$ cat src/rtl/pcie_wr_xlat_pkg.sv
package pcie_wr_xlat_pkg;

  typedef enum logic [1:0] {
    ST_IDLE  = 2'd0,
    ST_XFER  = 2'd1,
    ST_DRAIN = 2'd2
  } xlat_state_e;

  // Byte-enable legality: contiguous lanes, aligned to the access size.
  function automatic logic be_legal(input logic single,
                                    input logic [3:0] fbe,
                                    input logic [3:0] lbe);
    if (single)
      return (lbe == 4'h0) &&
             (fbe inside {4'h1, 4'h2, 4'h4, 4'h8, 4'h3, 4'hC, 4'hF});
    else
      return (fbe inside {4'hF, 4'hE, 4'hC, 4'h8}) &&
             (lbe inside {4'h1, 4'h3, 4'h7, 4'hF});
  endfunction

endpackage

$ cat src/rtl/pcie_wr_xlat_map.sv
module pcie_wr_xlat_map #(
  parameter int NUM_BAR = 3,
  parameter int ADDR_W  = 32,
  parameter int LADDR_W = 32,
  parameter logic [NUM_BAR-1:0][LADDR_W-1:0] BAR_BASE =
    {32'h3000_0000, 32'h2000_0000, 32'h1000_0000},
  parameter logic [NUM_BAR-1:0][5:0] BAR_WIN_LOG2 = {6'd16, 6'd12, 6'd20}
) (
  input  logic [ADDR_W-1:0]  bus_addr,
  input  logic [NUM_BAR-1:0] bar_hit,
  input  logic               root_port,
  output logic [LADDR_W-1:0] local_addr,
  output logic               addr_ok
);

  logic [NUM_BAR-1:0][LADDR_W-1:0] cand;
  logic [LADDR_W-1:0]              ep_addr;

  for (genvar i = 0; i < NUM_BAR; i++) begin : g_win
    localparam logic [ADDR_W-1:0] WMASK =
      (ADDR_W'(1) << BAR_WIN_LOG2[i]) - ADDR_W'(1);
    assign cand[i] = BAR_BASE[i] + LADDR_W'(bus_addr & WMASK);
  end

  // Lowest index wins when several windows report a hit.
  always_comb begin
    ep_addr = '0;
    for (int i = NUM_BAR - 1; i >= 0; i--)
      if (bar_hit[i]) ep_addr = cand[i];
  end

  assign local_addr = root_port ? LADDR_W'(bus_addr) : ep_addr;
  assign addr_ok    = root_port | (|bar_hit);

endmodule

$ cat src/rtl/pcie_wr_xlat_beat_be.sv
module pcie_wr_xlat_beat_be #(
  parameter int LEN_W = 10
) (
  input  logic             start_odd,
  input  logic [LEN_W-1:0] len,
  input  logic [3:0]       first_be,
  input  logic [3:0]       last_be,
  input  logic [LEN_W-1:0] beat_idx,
  output logic [7:0]       beat_be
);

  localparam int KW = LEN_W + 2;

  logic signed [KW-1:0] k_lo;
  logic signed [KW-1:0] len_s;

  assign len_s = $signed({2'b00, len});
  assign k_lo  = $signed({1'b0, beat_idx, 1'b0}) - $signed(KW'(start_odd));

  // One decoder per dword lane of the qword beat.
  for (genvar ln = 0; ln < 2; ln++) begin : g_lane
    logic signed [KW-1:0] k;
    logic [3:0]           be_l;
    assign k = k_lo + $signed(KW'(ln));
    always_comb begin
      if (k < 0 || k >= len_s) be_l = 4'h0;
      else if (k == 0)         be_l = first_be;
      else if (k == len_s - 1) be_l = last_be;
      else                     be_l = 4'hF;
    end
    assign beat_be[ln*4 +: 4] = be_l;
  end

endmodule

$ cat src/rtl/pcie_wr_xlat.sv
module pcie_wr_xlat
  import pcie_wr_xlat_pkg::*;
#(
  parameter int NUM_BAR = 3,
  parameter int ADDR_W  = 32,
  parameter int LADDR_W = 32,
  parameter int LEN_W   = 10,
  parameter logic [NUM_BAR-1:0][LADDR_W-1:0] BAR_BASE =
    {32'h3000_0000, 32'h2000_0000, 32'h1000_0000},
  parameter logic [NUM_BAR-1:0][5:0] BAR_WIN_LOG2 = {6'd16, 6'd12, 6'd20}
) (
  input  logic               clk,
  input  logic               rst,
  input  logic               cfg_root_port,
  input  logic               hdr_valid,
  output logic               hdr_ready,
  input  logic [ADDR_W-1:0]  hdr_addr,
  input  logic [LEN_W-1:0]   hdr_len,
  input  logic [3:0]         hdr_first_be,
  input  logic [3:0]         hdr_last_be,
  input  logic [NUM_BAR-1:0] hdr_bar_hit,
  input  logic               hdr_malformed,
  input  logic               pl_valid,
  output logic               pl_ready,
  input  logic [63:0]        pl_data,
  output logic               m_write,
  output logic [LADDR_W-1:0] m_address,
  output logic [LEN_W-1:0]   m_burstcount,
  output logic [7:0]         m_byteenable,
  output logic [63:0]        m_writedata,
  input  logic               m_waitrequest,
  output logic               err_be
);

  xlat_state_e        state;
  logic [LADDR_W-1:0] map_addr;
  logic               map_ok;
  logic [LEN_W:0]     beats_w;
  logic               drop_quiet, drop_err, hdr_take;

  logic [LADDR_W-1:0] r_addr;
  logic               r_odd;
  logic [LEN_W-1:0]   r_len, r_beats, r_idx;
  logic [3:0]         r_fbe, r_lbe;
  logic [7:0]         cur_be;
  logic               slot_free, pl_take, last_idx;

  pcie_wr_xlat_map #(
    .NUM_BAR(NUM_BAR), .ADDR_W(ADDR_W), .LADDR_W(LADDR_W),
    .BAR_BASE(BAR_BASE), .BAR_WIN_LOG2(BAR_WIN_LOG2)
  ) u_map (
    .bus_addr  (hdr_addr),
    .bar_hit   (hdr_bar_hit),
    .root_port (cfg_root_port),
    .local_addr(map_addr),
    .addr_ok   (map_ok)
  );

  pcie_wr_xlat_beat_be #(.LEN_W(LEN_W)) u_be (
    .start_odd(r_odd),
    .len      (r_len),
    .first_be (r_fbe),
    .last_be  (r_lbe),
    .beat_idx (r_idx),
    .beat_be  (cur_be)
  );

  assign beats_w    = ({1'b0, hdr_len} + (LEN_W+1)'(hdr_addr[2]) + (LEN_W+1)'(1)) >> 1;
  assign drop_quiet = hdr_malformed | ~map_ok;
  assign drop_err   = ~drop_quiet &
                      ((hdr_len == '0) | ~be_legal(hdr_len == LEN_W'(1), hdr_first_be, hdr_last_be));

  assign hdr_ready = (state == ST_IDLE);
  assign hdr_take  = hdr_valid & hdr_ready;
  assign slot_free = ~m_write | ~m_waitrequest;
  assign pl_ready  = ((state == ST_XFER) & slot_free) | (state == ST_DRAIN);
  assign pl_take   = pl_valid & pl_ready;
  assign last_idx  = (r_idx == r_beats - LEN_W'(1));

  // Request sequencing and per-request context.
  always_ff @(posedge clk) begin
    if (rst) begin
      state   <= ST_IDLE;
      err_be  <= 1'b0;
      r_addr  <= '0;
      r_odd   <= 1'b0;
      r_len   <= '0;
      r_beats <= '0;
      r_idx   <= '0;
      r_fbe   <= '0;
      r_lbe   <= '0;
    end else begin
      err_be <= hdr_take & drop_err;
      case (state)
        ST_IDLE: if (hdr_take) begin
          r_addr  <= {map_addr[LADDR_W-1:3], 3'b000};
          r_odd   <= hdr_addr[2];
          r_len   <= hdr_len;
          r_beats <= beats_w[LEN_W-1:0];
          r_idx   <= '0;
          r_fbe   <= hdr_first_be;
          r_lbe   <= hdr_last_be;
          if (beats_w == '0)                state <= ST_IDLE;
          else if (drop_quiet || drop_err)  state <= ST_DRAIN;
          else                              state <= ST_XFER;
        end
        ST_XFER, ST_DRAIN: if (pl_take) begin
          r_idx <= r_idx + LEN_W'(1);
          if (last_idx) state <= ST_IDLE;
        end
        default: state <= ST_IDLE;
      endcase
    end
  end

  // Registered master beat; loads only when the slot is free.
  always_ff @(posedge clk) begin
    if (rst) begin
      m_write      <= 1'b0;
      m_address    <= '0;
      m_burstcount <= '0;
      m_byteenable <= '0;
      m_writedata  <= '0;
    end else if (pl_take && state == ST_XFER) begin
      m_write      <= 1'b1;
      m_address    <= r_addr;
      m_burstcount <= r_beats;
      m_byteenable <= cur_be;
      m_writedata  <= pl_data;
    end else if (!m_waitrequest) begin
      m_write <= 1'b0;
    end
  end

endmodule

$ cat config.mk
export PLATFORM = sky130hd
export DESIGN_NAME = pcie_wr_xlat
export DESIGN_NICKNAME = d
export VERILOG_FILES = /design/src/rtl/pcie_wr_xlat_pkg.sv /design/src/rtl/pcie_wr_xlat_map.sv /design/src/rtl/pcie_wr_xlat_beat_be.sv /design/src/rtl/pcie_wr_xlat.sv
export SDC_FILE = /design/constraint.sdc
export NUM_CORES = 1
export LEC_CHECK = 0
export BUFFER_PORTS_ARGS = -buffer_cell sky130_fd_sc_hd__clkbuf_2
export CAP_MARGIN = 15
export CORE_MARGIN = 4
export CORE_UTILIZATION = 53
export DETAILED_ROUTE_END_ITERATION = 8
export HOLD_SLACK_MARGIN = 0.06
export PLACE_DENSITY = 0.84
export SYNTH_ARGS = -nofsm -noshare
export SYNTH_HDL_FRONTEND = slang
export SYNTH_SLANG_ARGS = --single-unit
export TNS_END_PERCENT = 30
$ cat constraint.sdc
create_clock -name clk -period 4.1 [get_ports clk]
set_clock_uncertainty 0.2 [all_clocks]
set_input_delay 0.615 -clock clk [delete_from_list [all_inputs] [get_ports clk]]
set_output_delay 0.615 -clock clk [all_outputs]
set_load 0.005 [all_outputs]
==> results of run 1 <==
## area by class of cell
type	instances	share of cell area [%]
multi-input combinational	859	44.8
sequential	183	34.2
timing repair buffer	247	11.8
clock buffer	18	4.09
tap	220	2.57
clock inverter	14	1.47
inverter	29	1.06
## repair_timing
action                                  in CTS  in global routing
endpoints found under the setup margin       0                  4
setup buffers                                0                  2
gates resized for setup                      0                  4
## cell usage after synthesis, drive strengths merged, types with 3 or more instances
cell,n
a311oi,4
nand3,31
o2111ai,3
a22oi,21
nand2b,6
a21o,5
xor2,17
inv,27
nor3b,3
nand4,9
buf,18
xnor2,47
or2,3
nor3,25
and3b,3
or3,4
dfxtp,183
o21ai,30
nor2,63
nand4b,3
nor4,15
a211oi,12
and3,7
clkbuf,59
o21a,5
and2,4
a21oi,153
o221ai,4
a31oi,7
nand2,301
nand3b,3
ha,31
## power by group through the flow
stage / Sequential [mW] / Clock (mW) / Combinational (mW)
after CTS: 1.88 / 1.67 / 0.695
after global placement: 1.91 / 0 / 0.673
after global routing: 1.88 / 1.74 / 0.775
final: 1.88 / 1.65 / 0.708
after floorplan: 1.90 / 0 / 0.508
after detailed placement: 1.92 / 0 / 0.688
## final timing paths
check | from | to | cells past startpoint
max | r_idx[0] | m_byteenable[5] | 14
min | pl_data[52] | m_writedata[52] | 3
max reg2reg | r_idx[0] | m_byteenable[5] | 14
min reg2reg | r_addr[20] | m_address[20] | 2
## metrics by stage
step	setup WS (ps)	instances	hold slack [ps]	utilization, %
after floorplan	675	1148	232	-
after global placement	305	1536	233	61.3
after detailed placement	111	1536	237	61.3
after CTS	94.2	1568	176	64.9
final	212	1570	184	65.1
after global routing	17.3	1570	185	65.1
## sequential cells by signal, indices dropped and copies added (netlist names)
register,cells
r_odd,1
state,2
r_lbe,4
r_fbe,4
m_byteenable,8
m_writedata,64
m_address,29
r_idx,10
err_be,1
m_write,1
r_beats,10
m_burstcount,10
r_len,10
r_addr,29
## kinds of logic after synthesis
group,synth area share (%)
compound gates,17.6
xor+xnor,7.04
fa+ha+maj,4.37
buf+inv,4.92
flops,41.3
mux,0.226
other cells,0.0423
simple gates,24.5
## layer usage
metal / share of wire [%] / vias to the layer above
met4: 2.9 / 0
met5: 0 / -
met1: 41 / 4014
met2: 49 / 295
li1: - / 4286
met3: 7.1 / 58
## worst min-delay path, delay by kind of cell
family | cells | cell delay [ps]
AND/OR/NAND/NOR | 1 | 40
buffers and inverters | 1 | 80
AO/OA/AOI/OAI | 1 | 50
==> results.txt, run 1 <==
----------------------------------------------------
[GRT]
  GR met3 Demand/Resource ... 7.09%
  Busiest grt layer ... met2
  Maximum number of pins on one net before global-route repair ... 69
  Initial antenna violation count ... 0
  All-Layer GR Usage ... 25.4%
  First-pass GRT wire length ... 38.3 mm
  Met1 Usage GRT ... 31.8%
  Met2 layer usage reported by global route ... 41.5%
  Vias in the first global route ... 7761
  GR Overflow Total ... 0

[Timing]
  Relative slew slack ... 51.5%
  Maximum clock frequency ... 257 MHz
  Pins Over Slew Limit ... 0
  Count of final setup violators ... 0
  Final period utilization ... 94.8%
  RSZ-0062 raised after global routing ... no
  Final hold violation count ... 0
  Final min period ... 3890 ps
  Actual transition at the worst max-transition pin ... 728 ps
  Total Neg Setup Slack ... 0 ps

[Worst setup path]
  Critical path class ... reg2reg
  Buf/Inv on CP ... 2
  Worst stage delay on the critical path ... 480 ps
  Crit start category ... flop
  Setup slack on the worst flop-to-flop path ... 210 ps
  Critical-path maximum fanout ... 7
  Worst Setup End Kind ... flop
  CP max stage cell ... dfxtp_1
  Critical path cell sequence ... inv_1, ha_1, and4bb_2, xnor2_1, inv_1, and3_2, xor2_1, ha_1, a21o_1, a211oi_1, a21oi_1, nor3_2, o21ai_0, o21ai_1
  Arr. time, crit path ... 4060 ps
  Critical path data required time ... 4270 ps
  Family of cells with the greatest summed delay on the critical path ... simple AND/OR/NAND/NOR gates

[Clock network]
  Number of buffers inserted for hold repair after clock tree synthesis ... 0
  Clock tree from TritonCTS ... built
  Clock Tree Root ... clkbuf_16
  Later-pin clock latency in the skew report ... 440 ps
  Number of buffers created by CTS ... 17
  Number of buffers between clock root and the deepest sink ... 2
  Register clock-pin slew on the reported worst setup and hold paths ... 80 ps
  Number of clock sinks seen by CTS ... 183
  H-Tree Level Count ... 4

[Pwr]
  Switching fraction of total power ... 29.1%
  Relative contribution of sequential cells to total power ... 44.3%
  Total power ... 4.24 mW
  Combinational share of power ... 16.7%
  Static power due to leakage ... 4.36 nW
  Internal power summed over all cells ... 3.00 mW
  Switching Power ... 1.23 mW
  Power per standard cell area ... 395 mW/mm^2
  Peak supply drop ... 324 uV
  Clock power share ... 39.0%

[Cells and area]
  Ratio of cells with drive above 1 in the final layout ... 22.6%
  Synth-to-layout area growth ... 20.9%
  Register area ... 0.00366 mm^2
  Footprint of the multi-input gates ... 0.00481 mm^2
  Total Nets Final ... 1492
  Post-Layout Inst Area ... 0.0107 mm^2
  Most common cell after layout, fill and taps aside ... nand2_1
  N_diodes ... 0
  Most frequent cells in the layout ... nand2_1 (299), clkbuf_2 (235), dfxtp_1 (182)
  Number of fill cells in the layout ... 1396

[Drt]
  Number of iterations in the first detailed-routing pass ... 5
  Antenna violation net count after detailed routing ... 0
  Via count ... 8653
  Drt wl/cell ... 16.1 um
  Drc violations ... 0
  Drt first-iter violations ... 694
  Vias per cell ... 5.51
  Total wire length ... 25.3 mm

[Floorplanning]
  Die Width ... 137 um
  Row count ... 47
  Initial Util ... 53.9%
  Die ar. ... 0.0189 mm^2
  Core Box Area ... 0.0165 mm^2
  Top Ports ... 242
  Height of the chip ... 137 um

[Logic synthesis]
  Average footprint of a synthesized cell ... 7.74 um^2
  Synth Cell Area ... 0.00887 mm^2
  YS warnings ... 0
  Seq cells post-synth ... 183
  Cell type contributing the most total cell area after synthesis ... dfxtp_1
  Post-synth EDFFs ... 0
  Synth area leaders ... dfxtp_1 (41%), nand2_1 (13%), a21oi_1 (8.6%)
  Sequential fraction of the synthesis area ... 41.3%
  Share of synthesized registers carrying an async set or reset ... 0%
  Number of distinct library cells after synthesis ... 76
  Post-synth top area share ... 41.3%
  Synthesized netlist cell count ... 1146
  Primary FF master, synth ... dfxtp_1

[Placed design]
  Port-buffer cells ... 236
  Placed wire-length estimate after detailed placement ... 18.2 mm
  Gp weighted congestion ... 0.939
  Area after DPL ... 0.0101 mm^2

[Worst hold path]
  Hold Crit Class ... in2reg

[Status]
  Outcome ... finished, final reports clean

[Job]
  Number of maximum-capacitance violations ... 0

----------------------------------------------------
No activity file was read; power rests on OpenSTA's default activity.
==> run 2, diff against run 1 <==
==> constraint.sdc (replaced) <==
create_clock -name clk -period 4.1 [get_ports clk]
set_clock_uncertainty 0.2 [all_clocks]
set_input_delay 0.205 -clock clk [delete_from_list [all_inputs] [get_ports clk]]
set_output_delay 0.205 -clock clk [all_outputs]
set_load 0.005 [all_outputs]
==> run 2 against run 1 <==
Global-route usage grew 7.8 points. Non-clock buffer count grew 126. Clock power shrank 4%. Die area is the same. Worst setup slack lost 27 ps.
==> results.txt, run 2 (synthesis gave the netlist of run 1 again) <==
----------------------------------------------------
[Status]
  Outcome ... finished, final reports clean

[Worst setup path]
  Worst stage delay on the critical path ... 480 ps
  Buf/Inv on CP ... 1
  Family of cells with the greatest summed delay on the critical path ... simple AND/OR/NAND/NOR gates
  FF-to-FF Start ... r_idx[0]
  Setup slack on the worst flop-to-flop path ... 180 ps
  Worst Setup End Kind ... flop
  CP max stage cell ... or4_4
  Critical path cell sequence ... inv_1, ha_1, a21bo_2, a211oi_2, xnor3_1, a211o_1, or4_4, nor4_2, nand4b_1, nor3_1, o21ai_1
  Critical path class ... reg2reg
  Critical path data required time ... 4230 ps
  Crit start category ... flop
  Number of cell instances on the worst register-to-register path ... 11
  Arr. time, crit path ... 4050 ps
  Reg2Reg Capture Point ... m_byteenable[5]
  Critical-path maximum fanout ... 7

[Drt]
  Number of iterations in the first detailed-routing pass ... 6
  Drt first-iter violations ... 1091
  Via count ... 9972
  Total wire length ... 32.6 mm
  Antenna violation net count after detailed routing ... 0
  Vias per cell ... 5.88
  Drt wl/cell ... 19.2 um
  Drc violations ... 0

[Worst hold path]
  Hold Crit Class ... in2reg
  Worst hold endpoint ... r_idx[0]
  Number of instances on the worst hold path ... 6
  Beginning of the worst hold path ... pl_valid

[Floorplanning]
  Top Ports ... 242
  Die Width ... 137 um
  Die ar. ... 0.0189 mm^2
  Core Box Area ... 0.0165 mm^2
  Height of the chip ... 137 um
  Row count ... 47
  Initial Util ... 53.9%

[Pwr]
  Power per standard cell area ... 361 mW/mm^2
  Internal power summed over all cells ... 3.01 mW
  Switching fraction of total power ... 30.1%
  Total power ... 4.31 mW
  Static power due to leakage ... 4.84 nW
  Combinational share of power ... 19.5%
  Clock power share ... 36.9%
  Switching Power ... 1.30 mW
  Peak supply drop ... 341 uV
  Relative contribution of sequential cells to total power ... 43.7%

[Cells and area]
  Largest registers ... m_writedata: 64 flops, m_address: 29 flops, r_addr: 29 flops
  Ratio of cells with drive above 1 in the final layout ... 20.5%
  N_diodes ... 0
  Most common cell after layout, fill and taps aside ... nand2_1
  Flip-flop count of the largest register, all copies and words added ... 64
  Final Core Density ... 72.5%
  Number of fill cells in the layout ... 1111
  Synth-to-layout area growth ... 34.6%
  Most frequent cells in the layout ... nand2_1 (299), clkbuf_2 (235), dfxtp_1 (183)
  Total Nets Final ... 1618
  Register bank with the most flops ... m_writedata

[Timing]
  Actual transition at the worst max-transition pin ... 798 ps
  Relative slew slack ... 46.8%
  Final period utilization ... 95.5%
  Total Neg Setup Slack ... 0 ps
  Maximum clock frequency ... 255 MHz
  Count of final setup violators ... 0
  Final setup margin ... 185 ps
  Final min period ... 3920 ps
  Pins Over Slew Limit ... 0
  Final hold violation count ... 0
  Hold slack ... 96.1 ps

[Placed design]
  Setup slack after placement ... 178 ps
  Placed wire-length estimate after detailed placement ... 18.5 mm
  Port-buffer cells ... 236
  Gp weighted congestion ... 0.932

[Job]
  Number of maximum-capacitance violations ... 0

[Clock network]
  Clock tree from TritonCTS ... built
  Number of clock sinks seen by CTS ... 183
  Number of buffers between clock root and the deepest sink ... 2
  Later-pin clock latency in the skew report ... 430 ps
  H-Tree Level Count ... 4
  Number of buffers created by CTS ... 17
  Register clock-pin slew on the reported worst setup and hold paths ... 70 ps
  Clock Tree Root ... clkbuf_16

[GRT]
  Vias in the first global route ... 9682
  Maximum number of pins on one net before global-route repair ... 75
  GR Overflow Total ... 0
  Initial antenna violation count ... 0
  First-pass GRT wire length ... 49.9 mm
  All-Layer GR Usage ... 33.2%

----------------------------------------------------
run 2: cell count changes in the layout (fill, tap and decap cells not counted), sizes merged:
cell,previous run,this run
dlygate4sd3,0,126
bufinv,1,0
clkbuf,253,254
run 2: stage by stage:
step	cells	area, um^2
after floorplan	1148	8880
after global placement	1537	10100
after detailed placement	1537	10100
after CTS	1695	11900
after global routing	1696	11900
final	1696	11900
run 2: routing by layer:
layer | global-route usage, % | routed length (um) | vias up
met5 | 0 | 0 | -
met4 | 20.2 | 2150 | 0
met3 | 9.50 | 2870 | 205
met2 | 54.9 | 15900 | 658
met1 | 37.7 | 11700 | 4569
li1 | - | - | 4540
run 2: final cells by class:
| cell class | count | area [um^2] | share of cell area [%] |
|---|---|---|---|
| Multi-Input combinational cell | 859 | 4810 | 40.3 |
| Sequential cell | 183 | 3660 | 30.7 |
| Timing Repair Buffer | 373 | 2530 | 21.2 |
| Clock buffer | 19 | 443 | 3.71 |
| Tap cell | 220 | 275 | 2.30 |
| Clock inverter | 13 | 114 | 0.953 |
| Inverter | 29 | 114 | 0.953 |
run 2: power groups by stage:
stage	clock network [mW]	registers [mW]	logic, mW
after global routing	1.66	1.89	0.901
after CTS	1.57	1.88	0.796
after global placement	0	1.91	0.680
after floorplan	0	1.90	0.508
final	1.59	1.88	0.839
after detailed placement	0	1.92	0.691
run 2: worst max path at each step:
stage             start         endpoint  slack [ps]  cells after the start
2_1_floorplan  r_idx[0]  m_byteenable[4]         680                     14
3_3_place_gp   r_idx[0]  m_byteenable[4]         320                     13
3_5_place_dp   r_idx[0]  m_byteenable[6]         180                     13
4_1_cts        r_idx[0]  m_byteenable[6]         160                     13
5_1_grt        r_idx[0]  m_byteenable[5]         -10                     11
6_report       r_idx[0]  m_byteenable[5]         180                     11
run 2: what timing repair did:
action / CTS / global route
hold buffers: 126 / 0
gates resized for setup: 0 / 3
setup endpoints to repair: 0 / 4
buffers inserted: 0 / 1
hold endpoints to repair: 117 / 0
run 2: worst reg2reg max path, stage by stage (launching register included):
cell and delay (ps):
dfxtp_1 460, inv_1 140, ha_1 310, a21bo_2 260, a211oi_2 390, xnor3_1 380, a211o_1 250, or4_4 490
nor4_2 320, nand4b_1 250, nor3_1 280, o21ai_1 80
